$ cat src/rtl/flag_pins_pkg.sv
package flag_pins_pkg;

    localparam int ADDR_W = 4;

    typedef enum logic [ADDR_W-1:0] {
        RA_DIR   = 4'h0,
        RA_DSET  = 4'h1,
        RA_DCLR  = 4'h2,
        RA_MSET  = 4'h3,
        RA_MCLR  = 4'h4,
        RA_POL   = 4'h5,
        RA_SENSE = 4'h6,
        RA_BOTH  = 4'h7,
        RA_PEND  = 4'h8
    } reg_addr_e;

    typedef enum logic [1:0] {
        CH_OFF   = 2'd0,
        CH_WATCH = 2'd1,
        CH_HELD  = 2'd2
    } chan_state_e;

endpackage

$ cat src/rtl/flag_pins_sync.sv
module flag_pins_sync #(
    parameter int WIDTH  = 16,
    parameter int STAGES = 2
) (
    input  logic             clk,
    input  logic             rst_n,
    input  logic [WIDTH-1:0] async_i,
    output logic [WIDTH-1:0] sync_o
);

    logic [WIDTH-1:0] stage_q [STAGES];

    generate
        for (genvar s = 0; s < STAGES; s++) begin : g_stage
            if (s == 0) begin : g_first
                always_ff @(posedge clk) begin
                    if (!rst_n) stage_q[s] <= '0;
                    else        stage_q[s] <= async_i;
                end
            end else begin : g_next
                always_ff @(posedge clk) begin
                    if (!rst_n) stage_q[s] <= '0;
                    else        stage_q[s] <= stage_q[s-1];
                end
            end
        end
    endgenerate

    assign sync_o = stage_q[STAGES-1];

endmodule

$ cat src/rtl/flag_pins_regs.sv
module flag_pins_regs
    import flag_pins_pkg::*;
#(
    parameter int NPINS = 16
) (
    input  logic              clk,
    input  logic              rst_n,
    input  logic [ADDR_W-1:0] addr,
    input  logic              wr_en,
    input  logic [NPINS-1:0]  wr_data,
    output logic [NPINS-1:0]  rd_data,
    input  logic [NPINS-1:0]  sync_in,
    input  logic [NPINS-1:0]  irq_in,
    output logic [NPINS-1:0]  dir_q,
    output logic [NPINS-1:0]  data_q,
    output logic [NPINS-1:0]  mask_q,
    output logic [NPINS-1:0]  pol_q,
    output logic [NPINS-1:0]  edge_q,
    output logic [NPINS-1:0]  both_q,
    output logic [NPINS-1:0]  pend_clr
);

    logic [NPINS-1:0] dset_v, dclr_v, mset_v, mclr_v;
    logic [NPINS-1:0] data_sw, data_d;

    always_comb begin
        dset_v   = '0;
        dclr_v   = '0;
        mset_v   = '0;
        mclr_v   = '0;
        pend_clr = '0;
        if (wr_en) begin
            unique case (addr)
                RA_DSET: dset_v   = wr_data;
                RA_DCLR: dclr_v   = wr_data;
                RA_MSET: mset_v   = wr_data;
                RA_MCLR: mclr_v   = wr_data;
                RA_PEND: pend_clr = wr_data;
                default: ;
            endcase
        end
    end

    // Output positions keep the software value; input positions reload from the pins.
    assign data_sw = (data_q | dset_v) & ~dclr_v;
    assign data_d  = (dir_q & data_sw) | (~dir_q & sync_in);

    always_ff @(posedge clk) begin
        if (!rst_n) begin
            dir_q  <= '0;
            data_q <= '0;
            mask_q <= '0;
            pol_q  <= '0;
            edge_q <= '0;
            both_q <= '0;
        end else begin
            data_q <= data_d;
            mask_q <= (mask_q | mset_v) & ~mclr_v;
            if (wr_en && addr == RA_DIR)   dir_q  <= wr_data;
            if (wr_en && addr == RA_POL)   pol_q  <= wr_data;
            if (wr_en && addr == RA_SENSE) edge_q <= wr_data;
            if (wr_en && addr == RA_BOTH)  both_q <= wr_data;
        end
    end

    always_comb begin
        unique case (addr)
            RA_DIR:           rd_data = dir_q;
            RA_DSET, RA_DCLR: rd_data = data_q;
            RA_MSET, RA_MCLR: rd_data = mask_q;
            RA_POL:           rd_data = pol_q;
            RA_SENSE:         rd_data = edge_q;
            RA_BOTH:          rd_data = both_q;
            RA_PEND:          rd_data = irq_in;
            default:          rd_data = '0;
        endcase
    end

    // ones written to the set address appear at output positions next cycle
    a_r3_data_set: assert property (@(posedge clk) disable iff (!rst_n)
        (wr_en && addr == RA_DSET) |=>
            ((data_q & $past(dir_q & wr_data)) == $past(dir_q & wr_data)));

    // ones written to the clear address are zero at output positions next cycle
    a_r3_data_clr: assert property (@(posedge clk) disable iff (!rst_n)
        (wr_en && addr == RA_DCLR) |=>
            ((data_q & $past(dir_q & wr_data)) == '0));

    // mask clear takes effect on the next edge
    a_r5_mask_clr: assert property (@(posedge clk) disable iff (!rst_n)
        (wr_en && addr == RA_MCLR) |=> ((mask_q & $past(wr_data)) == '0));

endmodule

$ cat src/rtl/flag_pins_chan.sv
module flag_pins_chan
    import flag_pins_pkg::*;
(
    input  logic clk,
    input  logic rst_n,
    input  logic mask_i,
    input  logic src_i,
    input  logic pol_i,
    input  logic edge_i,
    input  logic both_i,
    input  logic clr_i,
    output logic irq_o
);

    chan_state_e state_q, state_d;
    logic active, prev_q, hit_edge;

    assign active   = src_i ^ pol_i;
    assign hit_edge = both_i ? (active ^ prev_q) : (active & ~prev_q);

    always_ff @(posedge clk) begin
        if (!rst_n) prev_q <= 1'b0;
        else        prev_q <= active;
    end

    always_ff @(posedge clk) begin
        if (!rst_n) state_q <= CH_OFF;
        else        state_q <= state_d;
    end

    always_comb begin
        state_d = state_q;
        unique case (state_q)
            CH_OFF: begin
                if (mask_i) state_d = CH_WATCH;                  // arm
            end
            CH_WATCH: begin
                if (!mask_i)                     state_d = CH_OFF;  // disarm
                else if (edge_i ? hit_edge : active) state_d = CH_HELD; // fire
            end
            CH_HELD: begin
                if (!mask_i)                         state_d = CH_OFF;   // disarm
                else if (edge_i && clr_i && !hit_edge) state_d = CH_WATCH; // release
                else if (!edge_i && !active)         state_d = CH_WATCH; // release
            end
            default: state_d = CH_OFF;
        endcase
    end

    always_comb begin
        irq_o = (state_q == CH_HELD);
    end

    // a masked channel is quiet on the next cycle
    a_r11_masked_quiet: assert property (@(posedge clk) disable iff (!rst_n)
        !mask_i |=> !irq_o);

    // an edge request holds until it is cleared
    a_r8_edge_holds: assert property (@(posedge clk) disable iff (!rst_n)
        (state_q == CH_HELD && edge_i && mask_i && !clr_i) |=> irq_o);

    // a level request drops once the pin goes inactive
    a_r7_level_drops: assert property (@(posedge clk) disable iff (!rst_n)
        (state_q == CH_HELD && !edge_i && mask_i && !active) |=> !irq_o);

endmodule

$ cat src/rtl/flag_pins.sv
module flag_pins
    import flag_pins_pkg::*;
#(
    parameter int NPINS       = 16,
    parameter int SYNC_STAGES = 2
) (
    input  logic              clk,
    input  logic              rst_n,
    input  logic [ADDR_W-1:0] addr,
    input  logic              wr_en,
    input  logic [NPINS-1:0]  wr_data,
    output logic [NPINS-1:0]  rd_data,
    input  logic [NPINS-1:0]  pin_in,
    output logic [NPINS-1:0]  pin_out,
    output logic [NPINS-1:0]  pin_oe,
    output logic [NPINS-1:0]  irq
);

    logic [NPINS-1:0] sync_in;
    logic [NPINS-1:0] dir_q, data_q, mask_q, pol_q, edge_q, both_q, pend_clr;

    flag_pins_sync #(.WIDTH(NPINS), .STAGES(SYNC_STAGES)) u_sync (
        .clk     (clk),
        .rst_n   (rst_n),
        .async_i (pin_in),
        .sync_o  (sync_in)
    );

    flag_pins_regs #(.NPINS(NPINS)) u_regs (
        .clk      (clk),
        .rst_n    (rst_n),
        .addr     (addr),
        .wr_en    (wr_en),
        .wr_data  (wr_data),
        .rd_data  (rd_data),
        .sync_in  (sync_in),
        .irq_in   (irq),
        .dir_q    (dir_q),
        .data_q   (data_q),
        .mask_q   (mask_q),
        .pol_q    (pol_q),
        .edge_q   (edge_q),
        .both_q   (both_q),
        .pend_clr (pend_clr)
    );

    generate
        for (genvar p = 0; p < NPINS; p++) begin : g_chan
            flag_pins_chan u_chan (
                .clk    (clk),
                .rst_n  (rst_n),
                .mask_i (mask_q[p]),
                .src_i  (data_q[p]),
                .pol_i  (pol_q[p]),
                .edge_i (edge_q[p]),
                .both_i (both_q[p]),
                .clr_i  (pend_clr[p]),
                .irq_o  (irq[p])
            );
        end
    endgenerate

    assign pin_oe  = dir_q;
    assign pin_out = data_q & dir_q;

endmodule

$ cat config.mk
export PLATFORM = sky130hd
export DESIGN_NAME = flag_pins
export DESIGN_NICKNAME = d
export VERILOG_FILES = /design/src/rtl/flag_pins_pkg.sv /design/src/rtl/flag_pins_sync.sv /design/src/rtl/flag_pins_regs.sv /design/src/rtl/flag_pins_chan.sv /design/src/rtl/flag_pins.sv
export SDC_FILE = /design/constraint.sdc
export NUM_CORES = 1
export LEC_CHECK = 0
export ABC_AREA = 1
export BUFFER_PORTS_ARGS = -buffer_cell sky130_fd_sc_hd__buf_2
export CAP_MARGIN = 0
export CORE_UTILIZATION = 46
export DETAILED_ROUTE_END_ITERATION = 16
export PLACE_DENSITY = 0.73
export SETUP_SLACK_MARGIN = 0.3
export SYNTH_ARGS = -nofsm -noshare
export SYNTH_HDL_FRONTEND = slang
export SYNTH_SLANG_ARGS = --single-unit
$ cat constraint.sdc
create_clock -name clk -period 1.5 [get_ports clk]
set_input_delay 0.15 -clock clk [delete_from_list [all_inputs] [get_ports clk]]
set_output_delay 0.15 -clock clk [all_outputs]
set_load 0.01 [all_outputs]
# Yosys cells after proc, flatten, opt, wreduce, memory -nomap -nowiden
# Memory sizes are Yosys's and may differ from the RTL's.
# Cells that the tools add are included.
# Widths: inputs -> output; s select.
# classes
eq_ne,88
muxes,159
bitwise,77
reduce_logical,135
# ops
operator,n
$mux 16,12
$mux 2,96
$pmux 16 s7,1
$pmux 2 s3,16
$and 16x16->16,5
$ne 4x4->1 const B,16
$logic_and 1x1->1,52
$logic_not 1->1,48
$ne 3x2->1 const B,16
$not 16->16,3
$or 16x16->16,3
$reduce_and 3->1,16
$mux 1,34
$eq 2x1->1 const B,16
$eq 2x2->1 const B,16
$logic_not 2->1,16
$ne 2x2->1 const B,16
$xor 1x1->1,32
$and 1x1->1,16
$eq 4x3->1 const B,4
$not 1->1,16
$eq 4x2->1 const B,2
$eq 4x1->1 const B,1
$eq 4x4->1 const B,1
other kinds (3),5
# totals
reg_bits,144
mem_bits_rw,32
inputBits,39
out_inout_bits,64
elab_cells,498
mem_count,1
# mem_list
name,depth,width,rd,rd_ports_with_merged_regs,wr,line,text
u_sync.stage_q,2,16,2,0,2,flag_pins_sync.sv:11,logic [WIDTH-1:0] stage_q [STAGES];

# Logic depth before layout (Yosys ltp)
# Gate-level depths: netlist of run 1.
# depth
word_depth,8
mapped_depth,13
mapped_depth_nobuf,13

# Hierarchy
# A second synthesis of run 1 with hierarchy kept.
# hier_totals
hier_cells,1531
hier_area_um2,10351.2
# modules_own_cells
mod,n_inst,cells_per_inst,area_each_um2,seq_area_each_um2
flag_pins_regs,1,792,5092.4,1921.8
flag_pins_chan,16,38,264.0,60.1
flag_pins_sync,1,99,914.6,640.6
flag_pins,1,32,120.1,0.0

# Least setup slack after synthesis of run 1
# Ideal clock, no wire load.
# synth_timing
path_type,flip-flop to flip-flop
start,register u_regs.data_q[12]
end,register g_chan[12].u_chan.state_q[1]
setup_ns,0.128
t_arrival_ns,1.264
t_required_ns,1.372
path_slack_ns,0.108
stages_incl_launch_ff,13
path_buffers,0
period_less_slack_ns,1.392
path_cell_list,dfxtp_1 inv_1 nand2_1 nand2_1 inv_1 ha_1 inv_1 nand2_1 nand3_1 nor2_1 nor2_1 o21ai_0 nor2_1
# synth_via
elab_chain_cells,8
# synth_rtl
item,line,text
from (decl),flag_pins_regs.sv:15,"output logic [NPINS-1:0] data_q,"
from (signal assigned),flag_pins_regs.sv:57,data_q <= data_d;
$xor 1x1->1 (*),flag_pins_chan.sv:18,assign active = src_i ^ pol_i;
net g_chan[12].u_chan.active,flag_pins_chan.sv:16,"logic active, prev_q, hit_edge;"
$and 1x1->1 or $xor 1x1->1 (tied branches),flag_pins_chan.sv:19,assign hit_edge = both_i ? (active ^ prev_q) : (active & ~prev_q);
$mux 1,flag_pins_chan.sv:19,
$logic_not 1->1,flag_pins_chan.sv:43,else if (edge_i && clr_i && !hit_edge) state_d = CH_WATCH;
$logic_and 1x1->1,flag_pins_chan.sv:43,
$mux 2,flag_pins_chan.sv:43,
$mux 2,flag_pins_chan.sv:42,if (!mask_i) state_d = CH_OFF;
$pmux 2 s3,flag_pins_chan.sv:33,unique case (state_q)
to (signal assigned),flag_pins_chan.sv:28,else state_q <= state_d;
to (decl),flag_pins_chan.sv:15,"chan_state_e state_q, state_d;"
# The timed path passes the listed nets; every way through them passes the cells marked *.
# A chain may end at the register's enable or synchronous reset.

# Worst setup path after layout of run 1
# layout_timing
start,register u_regs.pol_q[3]
end,register g_chan[3].u_chan.state_q[1]
# layout_via
elab_chain_cells,8
# layout_rtl
item,line,text
from (decl),flag_pins_regs.sv:17,"output logic [NPINS-1:0] pol_q,"
from (signal assigned),flag_pins_regs.sv:60,if (wr_en && addr == RA_POL) pol_q <= wr_data;
$xor 1x1->1 (*),flag_pins_chan.sv:18,
net g_chan[3].u_chan.active,flag_pins_chan.sv:16,
$and 1x1->1 or $xor 1x1->1 (tied branches),flag_pins_chan.sv:19,
$mux 1,flag_pins_chan.sv:19,
$logic_not 1->1,flag_pins_chan.sv:43,
$logic_and 1x1->1,flag_pins_chan.sv:43,
$mux 2,flag_pins_chan.sv:43,
$mux 2,flag_pins_chan.sv:42,
$pmux 2 s3,flag_pins_chan.sv:33,
to (signal assigned),flag_pins_chan.sv:28,
to (decl),flag_pins_chan.sv:15,
# Marks and branches as above.

==> impl_metrics.yaml, run 1 <==
floorplanning:
  die_height_um: 140.2
  rows: 50
  die_area_um2: 19670
  core_um2: 18710
  boundaryPins: 103
  start_util: 0.4700
  die_x_um: 140.2
route:
  dr.pass1.iters: 8
  remaining_drc_errors: 0
  vias_per_cell: 5.607
  wl_mm: 33.07
  wl_per_cell_um: 17.59
  dr_total_vias: 10540
  drt_iter0_drc: 1110
  ant_nets: 0
critical_path:
  criticalPathCategory: "reg2reg"
  worstPathRequired_ns: 1.82
  cp-startpoint: "u_regs.pol_q[3]$_SDFFE_PN0P_"
  r2r_slack_ns: -0.15
  worstReg2RegEnd: "g_chan[3].u_chan.state_q[1]$_SDFFE_PN0P_"
  endpoint: "g_chan[3].u_chan.state_q[1]$_SDFFE_PN0P_"
  cp_max_fo: 3
  crit_path_end_kind: "flop"
  cp-start-kind: "flop"
  r2r_cells: 12
  cp_data_arrival_time_ns: 1.97
  r2r-start: "u_regs.pol_q[3]$_SDFFE_PN0P_"
hold_path:
  hold_class: "in2reg"
sta:
  rsz0062_at_grt: "yes"
  finalWorstSetupSlack_ns: -0.1471
  drv_slew: 0
  finalHoldViolCount: 0
  max_slew_margin: 0.7505
  final.setup_skew_ns: 0.007469
  worstMarginPinSlew_ns: 0.3742
  post-route-period-util: 1.098
  tns_ns: -0.3612
  fmax_mhz: 607.1
  finalSetupViolations: 10
  period_minus_slack_ns: 1.647
placement:
  hpwl_mm: 17.67
  routabilityCongestion: 0.9478
  numPortBuffers: 102
clocking:
  numCtsBuffers: 17
  h-tree-depth: 4
  clockRootBuffer: "clkbuf_16"
  tritoncts: "built"
  cts_buffer_depth: 2
  clk_pin_slew_ns: 0.07
  clock_latency_ns: 0.44
  cts_sinks: 176
power:
  p_total_mw: 10.84
  powerDensity_nw_per_um2: 818.2
  vdd_drop_max_uv: 869.5
  leakage_nw: 6.227
status:
  status: "finished with violations"
  violations: "negative setup slack"
synth:
  synth_warnings: 0
  syn_avg_cell_area_um2: 6.502
  synth_top_area_frac: 0.4008
  synth_top_area_cell: "dfxtp_1"
  synth_cell_types: 22
  seq_area_frac_synth: 0.4008
  syn_area_um2: 8791
  synth_area_leaders: "dfxtp_1 40%, nand2_1 15%, inv_1 10%"
  ys_ff_latch: 176
  synth_nets: 1407
  synthCells: 1352
global_routing:
  grt_pass1_vias: 9350
  grt_first_pass_wirelength_mm: 45.56
  grt_overflow: 0
  grtUsageTotal: 0.2960
  grt_max_degree: 52
  antenna_found_initial: 3
finish:
  area_growth_pct: 50.73
  nNetsFinal: 1686
  layout-drive-gt1-share: 0.4824
job:
  max_cap_viol_count: 0
==> area by class of cell <==
class | count | area, um^2
antenna | 2 | 5.005
clock buffer | 22 | 454.2
clock inverter | 10 | 160.2
fill | 1268 | 5455
inverter | 249 | 952.2
multi-input combinational | 865 | 5052
sequential | 176 | 3685
tap | 234 | 292.8
timing repair buffer | 322 | 2649
==> cells in the final DEF, fill, tap and decap left out, types with 5 or more instances in the layout <==
master,n
dfxtp_2,57
dfxtp_4,24
inv_1,123
inv_4,7
nand2_1,222
buf_4,155
buf_12,5
clkbuf_16,17
a22oi_2,8
buf_2,67
inv_2,119
dfxtp_1,95
nor2_2,33
o22ai_1,5
a22oi_1,5
a21oi_2,5
nor2_4,7
nand3_2,35
a21oi_1,92
o21ai_0,131
buf_6,79
dlygate4sd3_1,16
o21ai_1,12
o22ai_2,5
ha_4,16
nand4_1,5
a211oi_2,14
nand3_1,53
nand2_2,112
nor2_1,83
nand2_4,11
==> repair_timing <==
action / CTS / global route
endpoints found under the setup margin: 85 / 87
setup buffers: 103 / 45
resized for setup: 344 / 177
pin swaps: 124 / 85
hold endpoints to repair: 16 / 0
hold buffers: 16 / 0
gates cloned: 0 / 0
==> stage by stage <==
stage,setup slack (ns),instance area [um^2],hold WS (ns),utilization,instances
4_1_cts,-0.02585,12300,0.001557,0.6577,1833
2_1_floorplan,0.1477,8831,0.2476,-,1352
6_report,-0.1471,13250,0.004969,0.7084,1880
5_1_grt,-0.2168,13250,0.01953,0.7084,1880
3_5_place_dp,0.005166,9801,0.3354,0.5239,1682
3_3_place_gp,0.03963,9801,0.3322,0.5239,1682
==> synthesized netlist by cell type (all sizes together) <==
| cell | instances |
|---|---|
| nand2 | 345 |
| inv | 249 |
| dfxtp | 176 |
| o21ai | 145 |
| nor2 | 123 |
| a21oi | 97 |
| nand3 | 88 |
| buf | 31 |
| clkbuf | 31 |
| a211oi | 16 |
| ha | 16 |
| a22oi | 13 |
| o22ai | 11 |
| o2bb2ai | 6 |
| nand4 | 5 |
==> logic make-up (layout without fill, tap and decap cells) <==
family | after synthesis | after routing | synth area share
flops | 176 | 176 | 0.4008
simple gates | 561 | 561 | 0.2563
compound gates | 288 | 288 | 0.1775
other cells | 0 | 2 | 0
buf+inv | 311 | 603 | 0.1426
fa+ha+maj | 16 | 16 | 0.02277
==> worst max-delay path, stage by stage (launching register included) <==
cell	delay [ns]
dfxtp_2	0.34
inv_2	0.07
nand2_2	0.07
nand2_2	0.10
inv_2	0.07
ha_4	0.27
inv_2	0.03
nand2_2	0.06
nand3_2	0.06
nor2_2	0.11
nor2_2	0.06
o21ai_1	0.21
nor2_1	0.07
==> power breakdown <==
group	total, mW	internal (mW)	switching, mW
logic	1.29	0.526	0.760
registers	4.85	4.76	0.0907
clock network	4.71	2.83	1.88
total	10.8	8.11	2.73
==> layer usage <==
layer / GRT usage / vias up / wire length (um)
met2: 0.4903 / 658 / 15620
li1: - / 4826 / -
met4: 0.1949 / 2 / 2093
met5: 0 / - / 10
met3: 0.05607 / 202 / 3012
met1: 0.3510 / 4853 / 12340
==> worst min path at each step <==
stage	start	to	slack [ns]	depth (start not counted)
detailed placement	pin_in[1]	u_sync.stage_q[0][1]$_SDFF_PN0_	0.34	3
global route	rst_n	g_chan[4].u_chan.state_q[1]$_SDFFE_PN0P_	0.02	3
CTS	rst_n	g_chan[4].u_chan.state_q[1]$_SDFFE_PN0P_	0.002	3
finish	rst_n	g_chan[1].u_chan.state_q[1]$_SDFFE_PN0P_	0.005	3
floorplan	pin_in[0]	u_sync.stage_q[0][0]$_SDFF_PN0_	0.25	2
global placement	pin_in[1]	u_sync.stage_q[0][1]$_SDFF_PN0_	0.33	3
==> state kept, by name (all words and copies together) (netlist names) <==
register / count
u_sync.stage_q: 32
u_regs.mask_q: 16
u_regs.pol_q: 16
u_regs.data_q: 16
u_regs.both_q: 16
u_regs.edge_q: 16
g_chan.u_chan.prev_q: 16
u_regs.dir_q: 16
g_chan.u_chan.state_q: 32
No activity file was read; power rests on OpenSTA's default activity.
==> run 2: changes to the inputs <==
--- a/config.mk
+++ b/config.mk
@@ -8,10 +8,11 @@
 export ABC_AREA = 1
 export BUFFER_PORTS_ARGS = -buffer_cell sky130_fd_sc_hd__buf_2
 export CAP_MARGIN = 0
-export CORE_UTILIZATION = 46
+export CORE_UTILIZATION = 35
 export DETAILED_ROUTE_END_ITERATION = 16
-export PLACE_DENSITY = 0.73
+export PLACE_DENSITY = 0.6
 export SETUP_SLACK_MARGIN = 0.3
 export SYNTH_ARGS = -nofsm -noshare
 export SYNTH_HDL_FRONTEND = slang
+export SYNTH_HIERARCHICAL = 1
 export SYNTH_SLANG_ARGS = --single-unit
==> run 2 against run 1 <==
The flow still finishes with violations (negative setup slack). Critical endpoint is now rd_data[15]. First-iteration DRC count shrank 29%. Synthesized cell count grew 13%. Routed wire length shrank 0.93%. Sequential share of layout area shrank 2.7 points. Cell count grew 17%. Sequential cell count is the same. Maximum frequency grew 8.3%. Highest routed layer unchanged.
==> impl_metrics.yaml, run 2 <==
status:
  status: "finished with violations"
  violations: "negative setup slack"
synth:
  ys_ff_latch: 176
  yosysMostFrequentCell: "nand2_1"
  synth_area_leaders: "dfxtp_1 34%, nand2_1 12%, inv_1 8.8%"
  synthCells: 1531
  synth-async-reset-ratio: 0
  synth_nets: 1586
  syn_area_um2: 10350
  synth_cell_types: 25
  synthTopCellsByCount: "344 x nand2_1, 244 x inv_1, 176 x dfxtp_1, 148 x nand3_1, 130 x a21oi_1"
  synth_edf_count: 0
  syn_avg_cell_area_um2: 6.761
  synth_warnings: 6
  synth_top_area_frac: 0.3404
  synthFlopType: "dfxtp_1"
  synth_top_area_cell: "dfxtp_1"
  seq_area_frac_synth: 0.3404
placement:
  dp.cells: 2016
  numPortBuffers: 102
  hpwl_mm: 21.08
  dpl_cell_area_um2: 11750
  routabilityCongestion: 0.8350
global_routing:
  grt_max_degree: 57
  antenna_found_initial: 8
  grt_overflow: 0
  grt_pass1_vias: 10020
  grt_first_pass_wirelength_mm: 50.92
  grtUsageTotal: 0.2108
floorplanning:
  start_util: 0.3577
  die_height_um: 174.0
  rows: 62
  die_x_um: 174.0
  core_um2: 28940
  die_area_um2: 30270
  boundaryPins: 103
finish:
  fin_area_um2: 14880
  n_fill_cell: 2728
  mostFrequentLayoutCells: "289 x nand2_1, 202 x inv_1, 146 x buf_4, 128 x a21oi_1, 123 x nand3_1"
  largestRegisters: "g_chan.u_chan/state_q (32), u_sync/stage_q (32)"
  layout-drive-gt1-share: 0.4565
  stdcell_count: 2208
  mostFrequentLayoutCell: "nand2_1"
  nNetsFinal: 1860
  area_growth_pct: 43.74
sta:
  period_minus_slack_ns: 1.521
  fmax_mhz: 657.6
  tns_ns: -0.02077
  worstMarginPinSlew_ns: 0.3608
  finalSetupViolations: 1
  post-route-period-util: 1.014
  rsz0062_at_grt: "yes"
  finalWorstSetupSlack_ns: -0.02077
  final.setup_skew_ns: 0.007107
  drv_slew: 0
  finalHoldViolCount: 0
  max_slew_margin: 0.7591
clocking:
  cts_buffer_depth: 2
  h-tree-depth: 4
  clk_pin_slew_ns: 0.07
  numCtsBuffers: 17
  clock_latency_ns: 0.43
  cts_sinks: 176
  tritoncts: "built"
  clockRootBuffer: "clkbuf_16"
job:
  max_cap_viol_count: 0
critical_path:
  worstReg2RegEnd: "g_chan[14].u_chan/state_q[0]$_SDFFE_PN0P_"
  cp_max_fo: 2
  cpLargestDelayFamily: "simple AND/OR/NAND/NOR gates"
  crit_path_cell_trace: "inv_2, nand2_2, inv_2, nand3_2, nand2_2, nor2_1, nand2_1, buf_2"
  worstPathRequired_ns: 1.35
  slowest_stage: "dfxtp_2"
  r2r-start: "g_chan[14].u_chan/state_q[0]$_SDFFE_PN0P_"
  r2r_slack_ns: 0.04
  cp_data_arrival_time_ns: 1.37
  path_buf_inv: 3
  criticalPathCategory: "reg2out"
  crit_path_end_kind: "primary output"
  critical_path_depth: 8
  slowest_delay_ns: 0.32
  cp-start-kind: "flop"
  r2r_cells: 12
hold_path:
  hold_end: "u_regs/dir_q[2]$_SDFFE_PN0P_"
  worstHoldStart: "wr_data[2]"
  min_path_cells: 3
  hold_class: "in2reg"
route:
  ant_nets: 0
  wl_per_cell_um: 14.84
  wl_mm: 32.76
  drt_iter0_drc: 791
  vias_per_cell: 4.875
  remaining_drc_errors: 0
  dr_total_vias: 10760
  dr.pass1.iters: 7
power:
  powerDensity_nw_per_um2: 727.5
  p_total_mw: 10.82
  leakage_nw: 6.844
  vdd_drop_max_uv: 469.1
[run 2: cell types whose count changed in the layout (fill, tap and decap cells not counted), moves of 27 or more]
| cell | change |
|---|---|
| inv_2 | -50 |
| nand4_1 | +27 |
| o21ai_0 | -100 |
| nand2_4 | +36 |
| nand2_1 | +67 |
| nand3_1 | +70 |
| a21oi_1 | +36 |
| inv_1 | +79 |
[run 2: stage by stage]
step                worst slack, ns    util  hold slack (ns)
floorplan                    0.1848       -           0.2435
global placement            0.04754  0.4061           0.3327
detailed placement          0.04923  0.4061           0.3345
CTS                         0.01187  0.4843          0.01178
global route               -0.08939  0.5141          0.02077
finish                     -0.02077  0.5142          0.03112
[run 2: area by class of cell]
type	count	area (um^2)	share of cell area
Clock buffer	22	464.2	0.03120
Tap cell	384	480.5	0.03229
Inverter	278	1061	0.07131
Multi-Input combinational cell	1011	6231	0.4188
Clock inverter	10	158.9	0.01068
Antenna cell	6	15.01	0.001009
Timing Repair Buffer	321	2734	0.1837
Sequential cell	176	3735	0.2510
[run 2: report_power, final]
group | internal, mW | switching, mW | leakage (nW) | total, mW
Sequential | 4.71 | 0.0844 | 1.48 | 4.80
Combinational | 0.468 | 0.745 | 5.06 | 1.21
Clock | 2.87 | 1.94 | 0.300 | 4.81
[run 2: layer usage]
| layer | up-vias | routed length [um] | GRT usage |
|---|---|---|---|
| met1 | 4989 | 14210 | 0.2687 |
| met3 | 79 | 1874 | 0.04156 |
| met2 | 341 | 15810 | 0.3477 |
| li1 | 5351 | - | - |
| met5 | - | 24 | 0 |
| met4 | 4 | 845 | 0.08553 |
[run 2: how the worst max path moves through the flow]
stage | start | end
after floorplan | u_regs/data_q[4]$_SDFF_PN0_ | g_chan[4].u_chan/state_q[0]$_SDFFE_PN0P_
after global placement | addr[2] | rd_data[14]
after detailed placement | addr[3] | g_chan[4].u_chan/state_q[0]$_SDFFE_PN0P_
after CTS | g_chan[10].u_chan/state_q[0]$_SDFFE_PN0P_ | rd_data[10]
after global routing | g_chan[9].u_chan/state_q[0]$_SDFFE_PN0P_ | rd_data[9]
final | g_chan[15].u_chan/state_q[0]$_SDFFE_PN0P_ | rd_data[15]
[run 2: worst register-to-register path, cell delays in order, from the launching register on]
cell and delay [ns]:
dfxtp_2 0.32, inv_2 0.05, nand2_2 0.06, buf_4 0.13
buf_4 0.12, buf_4 0.11, buf_4 0.12, buf_4 0.13
nor2_4 0.08, nand3_2 0.09, nand3_2 0.07, nand2_2 0.05
nor2_2 0.07
[run 2: kinds of logic after synthesis]
logic type,count (synthesis),synth area share
buffers and inverters,344,0.1325
AND/OR/NAND/NOR,803,0.4150
AO/OA/AOI/OAI,192,0.09283
adder cells (fa/ha/maj),16,0.01934
flip-flops,176,0.3404
[run 2: repair_timing]
action	in CTS	in global routing
pin swaps	65	79
resized for setup	220	151
setup endpoints to repair	91	83
hold buffers	16	0
setup buffers	103	35
hold endpoints to repair	16	0
gates cloned	0	0
==> run 3: changes to the inputs <==
--- a/config.mk
+++ b/config.mk
@@ -10,6 +10,7 @@
 export CAP_MARGIN = 0
 export CORE_UTILIZATION = 35
 export DETAILED_ROUTE_END_ITERATION = 16
+export MAX_ROUTING_LAYER = met4
 export PLACE_DENSITY = 0.6
 export SETUP_SLACK_MARGIN = 0.3
 export SYNTH_ARGS = -nofsm -noshare
==> run 3 against run 2 <==
The run still ends with negative setup slack left. Setup slack improved by 0.0042 ns. Critical path depth stayed put. Design area is essentially flat. Hold slack better by 0.0032 ns. Register-to-register slack is essentially flat. Combinational power about the same. Clock power barely moved. Via count rose by 0.38%. Clock-buffer cell count unchanged. Maximum frequency up 0.28%. Total power about the same. Die area is the same. Critical path type unchanged. Largest cell class unchanged.
==> impl_metrics.yaml, run 3 (synthesized netlist as in run 2, its figures left out) <==
critical_path:
  endpoint: "rd_data[15]"
  worstReg2RegEnd: "g_chan[14].u_chan/state_q[0]$_SDFFE_PN0P_"
  cpLargestDelayFamily: "simple AND/OR/NAND/NOR gates"
  crit_path_end_kind: "primary output"
  r2r_slack_ns: 0.03
  r2r-start: "g_chan[14].u_chan/state_q[0]$_SDFFE_PN0P_"
  cp-start-kind: "flop"
  slowest_delay_ns: 0.32
  r2r_cells: 12
  crit_path_cell_trace: "inv_2, nand2_2, inv_2, nand3_2, nand2_2, nor2_1, nand2_1, buf_2"
  cp-startpoint: "g_chan[15].u_chan/state_q[0]$_SDFFE_PN0P_"
  criticalPathCategory: "reg2out"
  critical_path_depth: 8
  cp_data_arrival_time_ns: 1.37
  cp_max_fo: 2
  slowest_stage: "dfxtp_2"
  worstPathRequired_ns: 1.35
  path_buf_inv: 3
power:
  clock_power_share: 0.444
  powerDensity_nw_per_um2: 726.8
  p_switching_mw: 2.761
  p_sw_frac: 0.2552
  intPower_mw: 8.057
  p_comb_frac: 0.112
  power.share.sequential: 0.443
  leakage_nw: 6.844
  vdd_drop_max_uv: 462.0
clocking:
  cts_buffer_depth: 2
  tritoncts: "built"
  clk_pin_slew_ns: 0.06
  clock_latency_ns: 0.43
  cts_sinks: 176
  numCtsBuffers: 17
  clockRootBuffer: "clkbuf_16"
  h-tree-depth: 4
route:
  remaining_drc_errors: 0
  drt_iter0_drc: 837
  dr.pass1.iters: 5
  wl_mm: 32.82
  dr_total_vias: 10810
  ant_nets: 0
  wl_per_cell_um: 14.85
  vias_per_cell: 4.889
global_routing:
  antenna_found_initial: 8
  grt_overflow: 0
  grt_max_degree: 57
  grtUsageTotal: 0.2173
  grt_first_pass_wirelength_mm: 50.92
  grt_pass1_vias: 10040
finish:
  final_util: 0.5144
  nNetsFinal: 1860
  mostFrequentLayoutCells: "289 x nand2_1, 202 x inv_1, 146 x buf_4, 128 x a21oi_1, 123 x nand3_1"
  area_growth_pct: 43.79
  mostFrequentLayoutCell: "nand2_1"
  layout-drive-gt1-share: 0.4565
  largestRegisters: "g_chan.u_chan/state_q (32), u_sync/stage_q (32)"
status:
  status: "finished with violations"
  violations: "negative setup slack"
sta:
  rsz0062_at_grt: "yes"
  fmax_mhz: 659.4
  finalWorstSetupSlack_ns: -0.01659
  worstMarginPinSlew_ns: 0.3661
  drv_slew: 0
  post-route-period-util: 1.011
  finalSetupViolations: 1
  finalHoldViolCount: 0
  max_slew_margin: 0.7556
  tns_ns: -0.01659
  final.setup_skew_ns: 0.007537
  period_minus_slack_ns: 1.517
floorplanning:
  rows: 62
  die_height_um: 174.0
  boundaryPins: 103
  die_x_um: 174.0
  start_util: 0.3577
  die_area_um2: 30270
  core_um2: 28940
hold_path:
  min_path_cells: 3
  hold_class: "in2reg"
placement:
  hpwl_mm: 21.08
  routabilityCongestion: 0.8478
  numPortBuffers: 102
job:
  max_cap_viol_count: 0
==> run 3: worst register-to-register path: stages, from the launching register on <==
cell and delay [ns]:
dfxtp_2 0.32, inv_2 0.06, nand2_2 0.06, buf_4 0.13, buf_4 0.12, buf_4 0.12
buf_4 0.12, buf_4 0.13, nor2_4 0.08, nand3_2 0.09, nand3_2 0.07, nand2_2 0.05
nor2_2 0.07
==> run 3: layer usage <==
metal	vias up	wire (um)	part of all wire	global-route usage
met2	366	16020	0.49	0.3490
met4	0	811	0.025	0.08224
met3	69	2000	0.061	0.04221
met1	5016	13980	0.43	0.2687
met5	-	0	0	-
li1	5354	-	-	-
==> run 3: layout make-up <==
cell class | count | area, um^2
multi-input cells | 1011 | 6231
diodes | 8 | 20.02
inverters | 278 | 1061
clock inverters | 10 | 158.9
repair buffers | 321 | 2734
clock buffers | 22 | 464.2
flip-flops and latches | 176 | 3735
well taps | 384 | 480.5
fillers | 2728 | 14050
==> run 3: metrics by stage <==
step	std cells	hold WS, ns	area, um^2	total power, mW	worst slack, ns
5_1_grt	2210	0.01749	14880	11.20	-0.09254
3_3_place_gp	2016	0.3327	11750	5.931	0.04754
4_1_cts	2167	0.01178	14010	10.79	0.01187
3_5_place_dp	2016	0.3345	11750	5.940	0.04923
6_report	2210	0.03429	14880	10.82	-0.01659
2_1_floorplan	1531	0.2435	10390	5.511	0.1848
==> run 3: power by group through the flow <==
| stage | clock network [mW] | logic [mW] | registers (mW) |
|---|---|---|---|
| 2_1_floorplan | 0 | 0.581 | 4.93 |
| 3_3_place_gp | 0 | 0.981 | 4.95 |
| 3_5_place_dp | 0 | 0.989 | 4.95 |
| 4_1_cts | 4.88 | 1.11 | 4.80 |
| 5_1_grt | 5.09 | 1.31 | 4.81 |
| 6_report | 4.81 | 1.21 | 4.80 |
==> run 3: how the worst min path moves through the flow <==
| stage | slack [ns] | endpoint | startpoint |
|---|---|---|---|
| 3_5_place_dp | 0.33 | u_sync/stage_q[0][13]$_SDFF_PN0_ | pin_in[13] |
| 3_3_place_gp | 0.33 | u_sync/stage_q[0][14]$_SDFF_PN0_ | pin_in[14] |
| 5_1_grt | 0.02 | u_regs/dir_q[4]$_SDFFE_PN0P_ | wr_data[4] |
| 2_1_floorplan | 0.24 | u_sync/stage_q[1][13]$_SDFF_PN0_ | rst_n |
| 4_1_cts | 0.01 | u_regs/dir_q[4]$_SDFFE_PN0P_ | wr_data[4] |
| 6_report | 0.03 | u_regs/dir_q[4]$_SDFFE_PN0P_ | wr_data[4] |
==> run 3: repair_timing <==
item,in CTS,in global routing
hold buffers,16,0
resized for setup,220,151
hold endpoints to repair,16,0
pin swaps,65,79
endpoints found under the setup margin,91,83
buffers inserted,103,35
